===== src/rtl/usbh_csr_pkg.sv =====
package usbh_csr_pkg;
   localparam int unsigned MASK_SHIFT = 16;
   localparam int unsigned DATA_BITS  = 16;
   localparam int unsigned ADDR_CTRL  = 0;
   localparam int unsigned ADDR_DET   = 1;
   localparam int unsigned ADDR_STAT  = 2;
   localparam int unsigned ADDR_CLR   = 3;
   localparam int unsigned ADDR_LINE  = 4;
   localparam int unsigned LS_W       = 2;
endpackage


===== src/rtl/usbh_csr_sync.sv =====
module usbh_csr_sync #(
   parameter int unsigned W      = 3,
   parameter int unsigned STAGES = 2
) (
   input  logic         clk,
   input  logic         rst_n,
   input  logic [W-1:0] d,
   output logic [W-1:0] q
);
   if (STAGES < 2) begin : g_bad_stages
      $error("usbh_csr_sync: STAGES must be at least 2");
   end

   logic [W-1:0] stage_q [STAGES];

   for (genvar s = 0; s < STAGES; s++) begin : g_stage
      always_ff @(posedge clk or negedge rst_n) begin
         if (!rst_n) begin
            stage_q[s] <= '0;
         end else begin
            if (s == 0) stage_q[s] <= d;
            else        stage_q[s] <= stage_q[(s == 0) ? 0 : s - 1];
         end
      end
   end

   assign q = stage_q[STAGES-1];
endmodule


===== src/rtl/usbh_csr_field.sv =====
module usbh_csr_field #(
   parameter int unsigned   W   = 1,
   parameter logic [W-1:0]  RST = '0
) (
   input  logic         clk,
   input  logic         rst_n,
   input  logic         we,
   input  logic [W-1:0] wr_mask,
   input  logic [W-1:0] wr_data,
   output logic [W-1:0] q
);
   if (W < 1 || W > 16) begin : g_bad_width
      $error("usbh_csr_field: W out of range");
   end

   logic [W-1:0] q_next;

   always_comb begin
      q_next = (q & ~wr_mask) | (wr_data & wr_mask);
   end

   always_ff @(posedge clk or negedge rst_n) begin
      if (!rst_n)  q <= RST;
      else if (we) q <= q_next;
   end
endmodule


===== src/rtl/usbh_csr_lsdet.sv =====
module usbh_csr_lsdet #(
   parameter int unsigned LS_W = 2
) (
   input  logic            clk,
   input  logic            rst_n,
   input  logic [LS_W-1:0] ls_sync,
   input  logic            det_en,
   input  logic            clr_hit,
   output logic [LS_W-1:0] ls_prev,
   output logic            status
);
   logic change;

   always_comb begin
      change = det_en && (ls_sync != ls_prev);
   end

   always_ff @(posedge clk or negedge rst_n) begin
      if (!rst_n) begin
         ls_prev <= '0;
         status  <= 1'b0;
      end else begin
         ls_prev <= ls_sync;
         // a fresh change outranks a clear on the same edge
         status  <= (status && !clr_hit) || change;
      end
   end
endmodule


===== src/rtl/usbh_port_csr.sv =====
module usbh_port_csr
   import usbh_csr_pkg::*;
#(
   parameter int unsigned ADDR_W      = 3,
   parameter int unsigned SUSP_W      = 2,
   parameter int unsigned SUSP_LSB    = 0,
   parameter int unsigned SUSP_ON     = 2,
   parameter int unsigned CLK_BIT     = 8,
   parameter int unsigned SYNC_STAGES = 2
) (
   input  logic              clk,
   input  logic              rst_n,
   input  logic              bus_wr,
   input  logic [ADDR_W-1:0] bus_addr,
   input  logic [31:0]       bus_wdata,
   output logic [31:0]       bus_rdata,
   input  logic [1:0]        utmi_ls,
   input  logic              utmi_disc,
   output logic [SUSP_W-1:0] susp_field,
   output logic              port_suspended,
   output logic              clk_out_en,
   output logic              det_irq
);
   localparam int unsigned SYNC_W = LS_W + 1;
   localparam logic [SUSP_W-1:0] SUSP_CODE = SUSP_W'(SUSP_ON);

   if (ADDR_W < 3) begin : g_bad_addr
      $error("usbh_port_csr: ADDR_W must be at least 3");
   end
   if (SUSP_W < 1 || SUSP_LSB + SUSP_W > DATA_BITS) begin : g_bad_susp
      $error("usbh_port_csr: suspend field does not fit");
   end
   if (CLK_BIT >= DATA_BITS ||
       (CLK_BIT >= SUSP_LSB && CLK_BIT < SUSP_LSB + SUSP_W)) begin : g_bad_clk
      $error("usbh_port_csr: clock enable bit overlaps or is out of range");
   end
   if (SUSP_ON >= (1 << SUSP_W)) begin : g_bad_code
      $error("usbh_port_csr: suspend code does not fit the field");
   end
   if (SYNC_STAGES < 2) begin : g_bad_sync
      $error("usbh_port_csr: at least two synchroniser stages required");
   end

   // ---------------- write decode ----------------
   logic sel_ctrl, sel_det, clr_hit;
   logic unused_wdata;

   always_comb begin
      sel_ctrl = bus_wr && (bus_addr == ADDR_W'(ADDR_CTRL));
      sel_det  = bus_wr && (bus_addr == ADDR_W'(ADDR_DET));
      clr_hit  = bus_wr && (bus_addr == ADDR_W'(ADDR_CLR))
                 && bus_wdata[MASK_SHIFT] && bus_wdata[0];
   end
   assign unused_wdata = ^bus_wdata;

   // ---------------- control fields ----------------
   logic det_en_q;

   usbh_csr_field #(.W(SUSP_W), .RST(SUSP_CODE)) u_susp (
      .clk     (clk),
      .rst_n   (rst_n),
      .we      (sel_ctrl),
      .wr_mask (bus_wdata[MASK_SHIFT+SUSP_LSB +: SUSP_W]),
      .wr_data (bus_wdata[SUSP_LSB +: SUSP_W]),
      .q       (susp_field)
   );

   usbh_csr_field #(.W(1), .RST(1'b0)) u_clk (
      .clk     (clk),
      .rst_n   (rst_n),
      .we      (sel_ctrl),
      .wr_mask (bus_wdata[MASK_SHIFT+CLK_BIT]),
      .wr_data (bus_wdata[CLK_BIT]),
      .q       (clk_out_en)
   );

   usbh_csr_field #(.W(1), .RST(1'b0)) u_det (
      .clk     (clk),
      .rst_n   (rst_n),
      .we      (sel_det),
      .wr_mask (bus_wdata[MASK_SHIFT]),
      .wr_data (bus_wdata[0]),
      .q       (det_en_q)
   );

   // ---------------- line-state path ----------------
   logic [SYNC_W-1:0] sync_q;
   logic [LS_W-1:0]   ls_sync, ls_prev;
   logic              disc_sync, status_q;

   usbh_csr_sync #(.W(SYNC_W), .STAGES(SYNC_STAGES)) u_sync (
      .clk   (clk),
      .rst_n (rst_n),
      .d     ({utmi_disc, utmi_ls}),
      .q     (sync_q)
   );

   assign ls_sync   = sync_q[LS_W-1:0];
   assign disc_sync = sync_q[LS_W];

   usbh_csr_lsdet #(.LS_W(LS_W)) u_det_core (
      .clk     (clk),
      .rst_n   (rst_n),
      .ls_sync (ls_sync),
      .det_en  (det_en_q),
      .clr_hit (clr_hit),
      .ls_prev (ls_prev),
      .status  (status_q)
   );

   // ---------------- outputs ----------------
   assign port_suspended = (susp_field == SUSP_CODE);
   assign det_irq        = status_q && det_en_q;

   always_comb begin
      bus_rdata = '0;
      unique case (int'(bus_addr))
         ADDR_CTRL: begin
            bus_rdata[SUSP_LSB +: SUSP_W] = susp_field;
            bus_rdata[CLK_BIT]            = clk_out_en;
         end
         ADDR_DET:  bus_rdata[0] = det_en_q;
         ADDR_STAT: bus_rdata[0] = status_q;
         ADDR_LINE: bus_rdata[SYNC_W-1:0] = {disc_sync, ls_sync};
         default:   bus_rdata = '0;
      endcase
   end
endmodule


===== config.mk =====
export PLATFORM = sky130hd
export DESIGN_NAME = usbh_port_csr
export DESIGN_NICKNAME = d
export VERILOG_FILES = /design/src/rtl/usbh_csr_pkg.sv /design/src/rtl/usbh_csr_sync.sv /design/src/rtl/usbh_csr_field.sv /design/src/rtl/usbh_csr_lsdet.sv /design/src/rtl/usbh_port_csr.sv
export SDC_FILE = /design/constraint.sdc
export NUM_CORES = 1
export LEC_CHECK = 0
export ABC_AREA = 0
export BUFFER_PORTS_ARGS = -buffer_cell sky130_fd_sc_hd__clkbuf_2
export CORE_MARGIN = 8
export CORE_UTILIZATION = 30
export DETAILED_ROUTE_END_ITERATION = 8
export PLACE_DENSITY = 0.77
export SETUP_SLACK_MARGIN = 0.02
export SLEW_MARGIN = 20
export SYNTH_ARGS = -nofsm -noshare
export SYNTH_HDL_FRONTEND = slang
export SYNTH_SLANG_ARGS = --single-unit

===== constraint.sdc =====
create_clock -name clk -period 1 [get_ports clk]
set_clock_uncertainty 0.05 [all_clocks]
set_input_delay 0.05 -clock clk [delete_from_list [all_inputs] [get_ports clk]]
set_output_delay 0.05 -clock clk [all_outputs]
set_load 0.005 [all_outputs]

# Word-level counts from Yosys, hierarchy flattened

Cells that the tools add are included.

Equal/unequal tests: 6
Multiplexer cells: 4
Bitwise operators: 12
Reductions and logical operators: 11

Operators by type and width:

| cell                                          | number |
|---|---|
| logical AND 1 bit                             | 8 |
| == test 3 x 2 -> 1 bit, second input constant | 2 |
| bitwise AND 1 bit                             | 4 |
| bitwise AND 2 bit                             | 2 |
| one-hot mux 1 bit (4 select lines)            | 1 |
| == test 3 x 1 -> 1 bit, second input constant | 1 |
| == test 3 bit, second input constant          | 1 |
| logical NOT 3 bit                             | 1 |
| == test 2 bit, second input constant          | 1 |
| 2-to-1 mux 1 bit                              | 2 |
| inequality test 2 bit                         | 1 |
| inverter 1 bit                                | 2 |
| inverter 2 bit                                | 1 |
| OR 1 bit                                      | 2 |
| OR 2 bit                                      | 1 |
| one-hot mux 1 bit (2 select lines)            | 1 |
| logical NOT 1 bit                             | 1 |
| logical OR 1 bit                              | 1 |

Register bits after elaboration: 13
Input port bits: 41
Logic and storage cells: 40

# Depth between registers and ports, before layout

Gate-level depths: netlist of the first run.

Depth in word-level cells: 7
Depth in mapped cells: 4
Mapped depth without buffers: 3

# Modules after synthesis

A second synthesis of the first run with hierarchy kept.

Cell total of the unflattened synthesis: 78
Area, all modules: 807.0 µm²

Modules (own cells, without submodules):

| module                      | times used | cells an instance | area each (µm²) | sequential area each (µm²) |
|---|---|---|---|---|
| usbh_port_csr               | 1          | 49                | 351.6           | 0.0 |
| usbh_csr_sync               | 1          | 9                 | 172.7           | 150.1 |
| usbh_csr_lsdet              | 1          | 8                 | 106.4           | 75.1 |
| usbh_csr_field at u_susp    | 1          | 6                 | 88.8            | 51.3 |
| usbh_csr_field at u_clk ... | 2          | 3                 | 43.8            | 25.0 |

# Least setup slack after synthesis of the first run

No wires, ideal clock.

Path kind: in2reg
Start: in bus_addr[0]
End: reg with a tool-made name
Library setup time: 125 ps
Arrival time: 853 ps
Data required time: 825 ps
Path slack: -28 ps
Cell stages on the path: 4
Path through: buf_4 -> nor4b_4 -> nand2_1 -> mux2_4

RTL lines:

| element     | line                | source |
|---|---|---|
| from (decl) | usbh_port_csr.sv:14 | `input logic [ADDR_W-1:0] bus_addr,` |

==> PnR_summary.wiki, run 1 <==
{| class="wikitable"
! Metric !! Value
|-
| Setup repair after global routing missed its margin || yes
|-
| Fraction of the mapped netlist area in compound gates || 0.0302
|-
| Worst min-delay path startpoint || bus_wdata[0]
|-
| Number of antenna violations at the first check in global routing || 0
|-
| Largest net degree at the start of global routing || 14
|-
| Chip Width || 67.3 um
|-
| PnR worst setup slack || -0.319 ns
|-
| R2R cell count || 3
|-
| DRC errors left || 0
|-
| Final setup violation count || 8
|-
| Maximum fanout along the worst path || 2
|-
| Proportion of layout cells with a drive suffix above 1 || 0.429
|-
| Height of the die || 67.3 um
|-
| Portion of the clock cycle consumed by the worst path in the final layout || 1.32
|-
| Flop and latch count out of synthesis || 13
|-
| Starting density of the core || 0.318
|-
| Post-Syn Area || 788 um2
|-
| Category of cells accounting for the largest share of critical-path delay || flip-flops
|-
| Maximum clock frequency || 758 MHz
|-
| Type of the worst setup path || reg -> out
|-
| Share of flip-flops with an asynchronous set or reset || 1.00
|-
| Multiplexer fraction of the synthesized cell area || 0.0968
|-
| Clk slew on worst S/H paths || 0.07 ns
|-
| Total iterations of the first detailed-routing run || 3
|-
| Final Max Slew Viols || 0
|-
| Clock latency at the later pin of the worst-skew pair || 0.27 ns
|-
| Cell area after layout || 0.00103 mm2
|-
| Data arrival, critical path || 1.22 ns
|-
| Overflow left after global routing || 0
|-
| Yosys warnings || 0
|-
| Max-cap violations || 0
|-
| Hold depth || 2
|-
| Cell count along the critical path || 3
|-
| Number of vias per cell after detailed routing || 4.01
|-
| Type of origin of the critical path || flip-flop
|-
| GRT Overall Usage || 0.0726
|-
| Crit. End Element || output pin
|-
| Number of buffers inserted during clock tree synthesis || 3
|-
| Via count of the first global-routing pass || 562
|-
| Violations in the final reports || setup timing
|-
| Core Util, Final || 0.414
|-
| Number of nets in the layout || 154
|-
| Bufs on Longest Clock Path || 2
|-
| Final Wtd Congestion || ~0.8
|-
| Root Driver || clkbuf_4
|-
| Port bufs || 23
|-
| Number of distinct library cells after synthesis || 22
|-
| Post-layout minimum cycle time || 1.32 ns
|-
| CP Cell Sequence || mux2i_1, nor3_1, buf_2
|-
| Required time of the critical path || ~0.90 ns
|-
| CTS tree || yes
|-
| First-pass GRT wire length || 2480 um
|-
| Clk sinks || 13
|-
| Total I/O pin count || 78
|-
| Half-perimeter wire length of the detailed placement result || 1360 um
|-
| Standard-cell row count || 18
|-
| Syn avg cell area || between 10 and 15 um2
|-
| Detailed Route WL || 1760 um
|-
| Number of antenna diodes || 0
|-
| Drt initial violations || 3
|-
| Post-synthesis adder-cell area fraction || 0
|-
| Floorplan Core Area || 0.00248 mm2
|-
| Slowest cell on crit path || dfstp_2
|-
| Gate Count Post-Synth || 73
|-
| EDFF count, synth || 0
|-
| Minimum setup slack among reg-to-reg paths || -0.03 ns
|-
| Xor and xnor area share after synthesis || 0.0222
|-
| Leakage component of the power || about 0.54 nW
|-
| Worst supply voltage drop on vdd || ~0.94 mV
|-
| Sequential cell area fraction in the yosys report || 0.414
|-
| Run status || complete, but fails checks
|-
| Full die area || 0.00452 mm2
|-
| Average wire per standard cell || 12.4 um
|-
| Power per cell area || ~1400 mW/mm2
|-
| Simple-gate portion of the synthesized area || 0.135
|-
| Post-layout total power || 0.00140 W
|-
| Overall via count from detail_route || 570
|-
| Setup Slack @ Placement || -0.134 ns
|-
| Path type of the worst min-delay path || in -> reg
|-
| Most instantiated flip-flop cell in the synthesis netlist || dfrtp_1
|-
| Clock H-tree levels || 1
|-
| Main combinational cell family by area after synthesis || buffers and inverters
|-
| Placed inst area || 865 um2
|-
| Area grow syn2layout || 30.2%
|-
| Count of buffer and inverter cells on the critical path || 1
|-
| Number of nets with antenna violations after detailed routing || 0
|-
| Count of final hold-check violations || 0
|-
| Maximum single-stage delay on the critical path || 0.55 ns
|}
## worst reg2reg max path, cell delays in order (launching register included)
cell     delay, ns
dfrtp_1       0.38
buf_4         0.13
buf_6         0.11
mux2_4        0.26
## how the worst max path moves through the flow
| stage | end | from |
|---|---|---|
| after floorplan | flip-flop | bus_addr[0] |
| after global placement | flip-flop | bus_addr[0] |
| after detailed placement | flip-flop | bus_addr[0] |
| after CTS | bus_rdata[0] | flip-flop |
| after global routing | bus_rdata[1] | flip-flop |
| final | bus_rdata[1] | flip-flop |
## layout by cell type, fill, tap and decap left out, drive strengths merged
cell | netlist | final
nor2b | 1 | 1
clkbuf | 0 | 22
dfstp | 1 | 1
nor4b | 2 | 2
buf | 31 | 15
a31oi | 1 | 1
nand4b | 1 | 1
dlygate4sd3 | 0 | 6
xor2 | 2 | 2
and4bb | 1 | 1
conb | 1 | 28
o31ai | 1 | 1
mux2 | 4 | 4
o21ai | 2 | 2
nand2 | 6 | 6
nor2 | 2 | 2
nor3 | 2 | 2
mux2i | 2 | 2
dfrtp | 12 | 12
and2 | 1 | 1
## synthesized netlist by cell type (2+ instances only)
cell type	instances	area [um2]
buf_4	29	218
dfrtp_1	12	300
mux2_4	3	45.0
mux2i_1	2	20.0
nand2_1	6	22.5
nor2_1	2	7.51
nor3_1	2	10.0
o21ai_0	2	10.0
xor2_1	2	17.5
## stage by stage
| step | hold slack (ns) | cells | setup TNS [ns] |
|---|---|---|---|
| finish | 0.0153 | 142 | -1.40 |
| global route | 0.0111 | 142 | -1.73 |
| CTS | 0.00342 | 142 | -1.40 |
| detailed placement | -0.0931 | 129 | -0.386 |
| global placement | -0.103 | 129 | -0.284 |
| floorplan | -0.296 | 100 | -0.0227 |
## kinds of logic after synthesis
family          Yosys count
compound gates            4
xor+xnor                  2
buf+inv                  31
flops                    13
mux                       6
other cells               1
simple gates             16
## timing repair
item / 4_1_cts / 5_1_grt
endpoints found under the hold margin: 18 / 0
setup buffers: 3 / 0
hold buffers: 6 / 0
endpoints found under the setup margin: 7 / 10
resized for setup: 7 / 10
pin swaps: 0 / 1
## cell type report
cell class | count | area (um2)
fillers | 241 | 1450
multi-input cells | 56 | 363
flip-flops and latches | 13 | 328
repair buffers | 39 | 272
well taps | 30 | 37.5
clock buffers | 4 | 26.3
## per-layer routing
metal / vias to the layer above / global-route usage / wire [um]
met3: 2 / 0.0232 / 303
li1: 260 / - / -
met2: 42 / 0.133 / 847
met4: 0 / 0.0392 / 10
met5: - / 0 / 0
met1: 266 / 0.0714 / 597
## power by group
group | internal [W] | switching, W
Sequential | 0.000593 | 0.0000491
Combinational | 0.000283 | 0.000174
Clock | 0.000154 | 0.000149
(Power assumes the default switching activity.)
==> run 2: changes to the inputs <==
==> constraint.sdc (replaced) <==
create_clock -name clk -period 1 [get_ports clk]
set_clock_uncertainty 0.05 [all_clocks]
set_input_delay 0.15 -clock clk [delete_from_list [all_inputs] [get_ports clk]]
set_output_delay 0.15 -clock clk [all_outputs]
set_load 0.005 [all_outputs]
==> run 2 against run 1 <==
Effect of this change:
- the flow still finishes with violations (setup timing)
- critical endpoint is now bus_rdata[0]
- cell area up 2.2%
- highest routed layer unchanged
- via count fell by 0.88%
- critical path depth increased by 1
- critical path type unchanged
- setup slack got worse by 0.10 ns
- total power is 3.8% higher
==> PnR_summary.wiki, run 2 (synthesis gave the netlist of run 1 again) <==
{| class="wikitable"
! Metric !! Value
|-
| Via count of the first global-routing pass || between 600 and 700
|-
| Final Wtd Congestion || 0.750
|-
| Cell area after layout || approximately 0.0010 mm2
|-
| Bufs on Longest Clock Path || 2
|-
| Drt initial violations || 4
|-
| DRC errors left || 0
|-
| R2R cell count || 4
|-
| GRT Overall Usage || 0.0748
|-
| Average wire per standard cell || 12.5 um
|-
| Count of buffer and inverter cells on the critical path || 1
|-
| Number of antenna violations at the first check in global routing || 0
|-
| Starting density of the core || 0.318
|-
| Placed inst area || 887 um2
|-
| Maximum fanout along the worst path || 2
|-
| Number of nets in the layout || 156
|-
| Max-cap violations || 0
|-
| Clk sinks || 13
|-
| Largest net degree at the start of global routing || 14
|-
| Path type of the worst min-delay path || in -> reg
|-
| Overflow left after global routing || 0
|-
| Most common cell after layout, fill and taps aside || conb_1
|-
| Fillers || 238
|-
| Run status || complete, but fails checks
|-
| Most frequent cells in the layout || conb_1, clkbuf_2, dfrtp_1
|-
| Hold depth || 2
|-
| Total I/O pin count || ~80
|-
| Count of final hold-check violations || 0
|-
| First-pass GRT wire length || approximately 2600 um
|-
| Number of vias per cell after detailed routing || 3.92
|-
| Crit. End Element || output pin
|-
| Maximum clock frequency || slightly above 700 MHz
|-
| Clock H-tree levels || 1
|-
| Standard-cell row count || 18
|-
| Total iterations of the first detailed-routing run || 3
|-
| Clk slew on worst S/H paths || 0.08 ns
|-
| Number of antenna diodes || 0
|-
| PnR worst setup slack || -0.419 ns
|-
| Required time of the critical path || 0.80 ns
|-
| Post-Route Setup TNS || -2.15 ns
|-
| Half-perimeter wire length of the detailed placement result || 1400 um
|-
| Number of buffers inserted during clock tree synthesis || 3
|-
| Floorplan Core Area || 0.00248 mm2
|-
| Post-layout total power || 0.00146 W
|-
| Power per cell area || 1390 mW/mm2
|-
| Chip Width || 67.3 um
|-
| Setup repair after global routing missed its margin || yes
|-
| Final hold slack || ~0.057 ns
|-
| Full die area || 0.00452 mm2
|-
| Number of nets with antenna violations after detailed routing || 0
|-
| Category of cells accounting for the largest share of critical-path delay || flip-flops
|-
| Type of origin of the critical path || flip-flop
|-
| Worst min-delay path startpoint || bus_wdata[8]
|-
| Final setup violation count || 11
|-
| Portion of the clock cycle consumed by the worst path in the final layout || 1.42
|-
| CP Cell Sequence || and4bb_2, a31oi_1, o31ai_1, clkbuf_2
|-
| Port bufs || 23
|-
| Clock latency at the later pin of the worst-skew pair || 0.27 ns
|-
| Worst supply voltage drop on vdd || 0.949 mV
|-
| Final Max Slew Viols || 0
|-
| Overall via count from detail_route || approximately 570
|-
| Minimum setup slack among reg-to-reg paths || -0.06 ns
|-
| Height of the die || 67.3 um
|-
| Data arrival, critical path || roughly 1.2 ns
|-
| Maximum single-stage delay on the critical path || 0.38 ns
|-
| Detailed Route WL || 1800 um
|-
| Slowest cell on crit path || dfrtp_1
|-
| Area grow syn2layout || 33.0%
|-
| Proportion of layout cells with a drive suffix above 1 || 0.439
|-
| Type of the worst setup path || reg -> out
|-
| Violations in the final reports || setup timing
|-
| Leakage component of the power || 0.554 nW
|-
| Post-layout minimum cycle time || 1.42 ns
|-
| Root Driver || clkbuf_4
|-
| CTS tree || yes
|}
==> run 2: cell types whose count changed in the layout (fill, tap and decap cells not counted) <==
| cell | change |
|---|---|
| and2_1 | +1 |
| and2_4 | -1 |
| buf_4 | +3 |
| buf_6 | +3 |
| clkbuf_2 | -2 |
| dfrtp_1 | +1 |
| dfrtp_2 | -1 |
| dlygate4sd3_1 | -2 |
==> run 2: metal layers <==
| layer | up-vias | global-route usage | wire [um] |
|---|---|---|---|
| met5 | - | 0 | 0 |
| met4 | 0 | 0.0392 | 44 |
| met2 | 42 | 0.129 | 802 |
| li1 | 264 | - | - |
| met3 | 4 | 0.0348 | 309 |
| met1 | 255 | 0.0739 | 647 |
==> run 2: cell type report <==
class                      count  area, um2  share of cell area
clock buffer                   4       26.3              0.0251
multi-input combinational     56        360               0.344
sequential                    13        327               0.311
tap                           30       37.5              0.0358
timing repair buffer          41        298               0.284
==> run 2: timing repair <==
item                                    4_1_cts  5_1_grt
buffers inserted                              4        2
pin swaps                                     0        2
endpoints found under the hold margin        16        0
hold buffers                                  4        0
endpoints found under the setup margin        9       13
gates resized for setup                       7       16
==> run 2: worst max path at each step <==
stage	start	to	slack, ns	cells past startpoint
finish	flip-flop	bus_rdata[0]	-0.42	4
global route	flip-flop	bus_rdata[0]	-0.51	4
detailed placement	bus_addr[0]	flip-flop	-0.25	4
CTS	flip-flop	bus_rdata[0]	-0.44	4
floorplan	bus_addr[0]	flip-flop	-0.11	4
global placement	bus_addr[0]	flip-flop	-0.19	4
==> run 2: report_power, final <==
part / total [W] / internal (W) / switching (W)
clock: 0.000312 / 0.000154 / 0.000158
combinational: 0.000519 / 0.000322 / 0.000197
sequential: 0.000626 / 0.000591 / 0.0000347
total: 0.00146 / 0.00107 / 0.000390
==> run 2: stage by stage <==
| step | utilization | setup WS (ns) | std cells |
|---|---|---|---|
| 6_report | 0.423 | -0.419 | 144 |
| 5_1_grt | 0.423 | -0.506 | 144 |
| 4_1_cts | 0.409 | -0.445 | 144 |
| 3_5_place_dp | 0.358 | -0.248 | 132 |
| 3_3_place_gp | 0.358 | -0.188 | 132 |
| 2_1_floorplan | - | -0.111 | 100 |
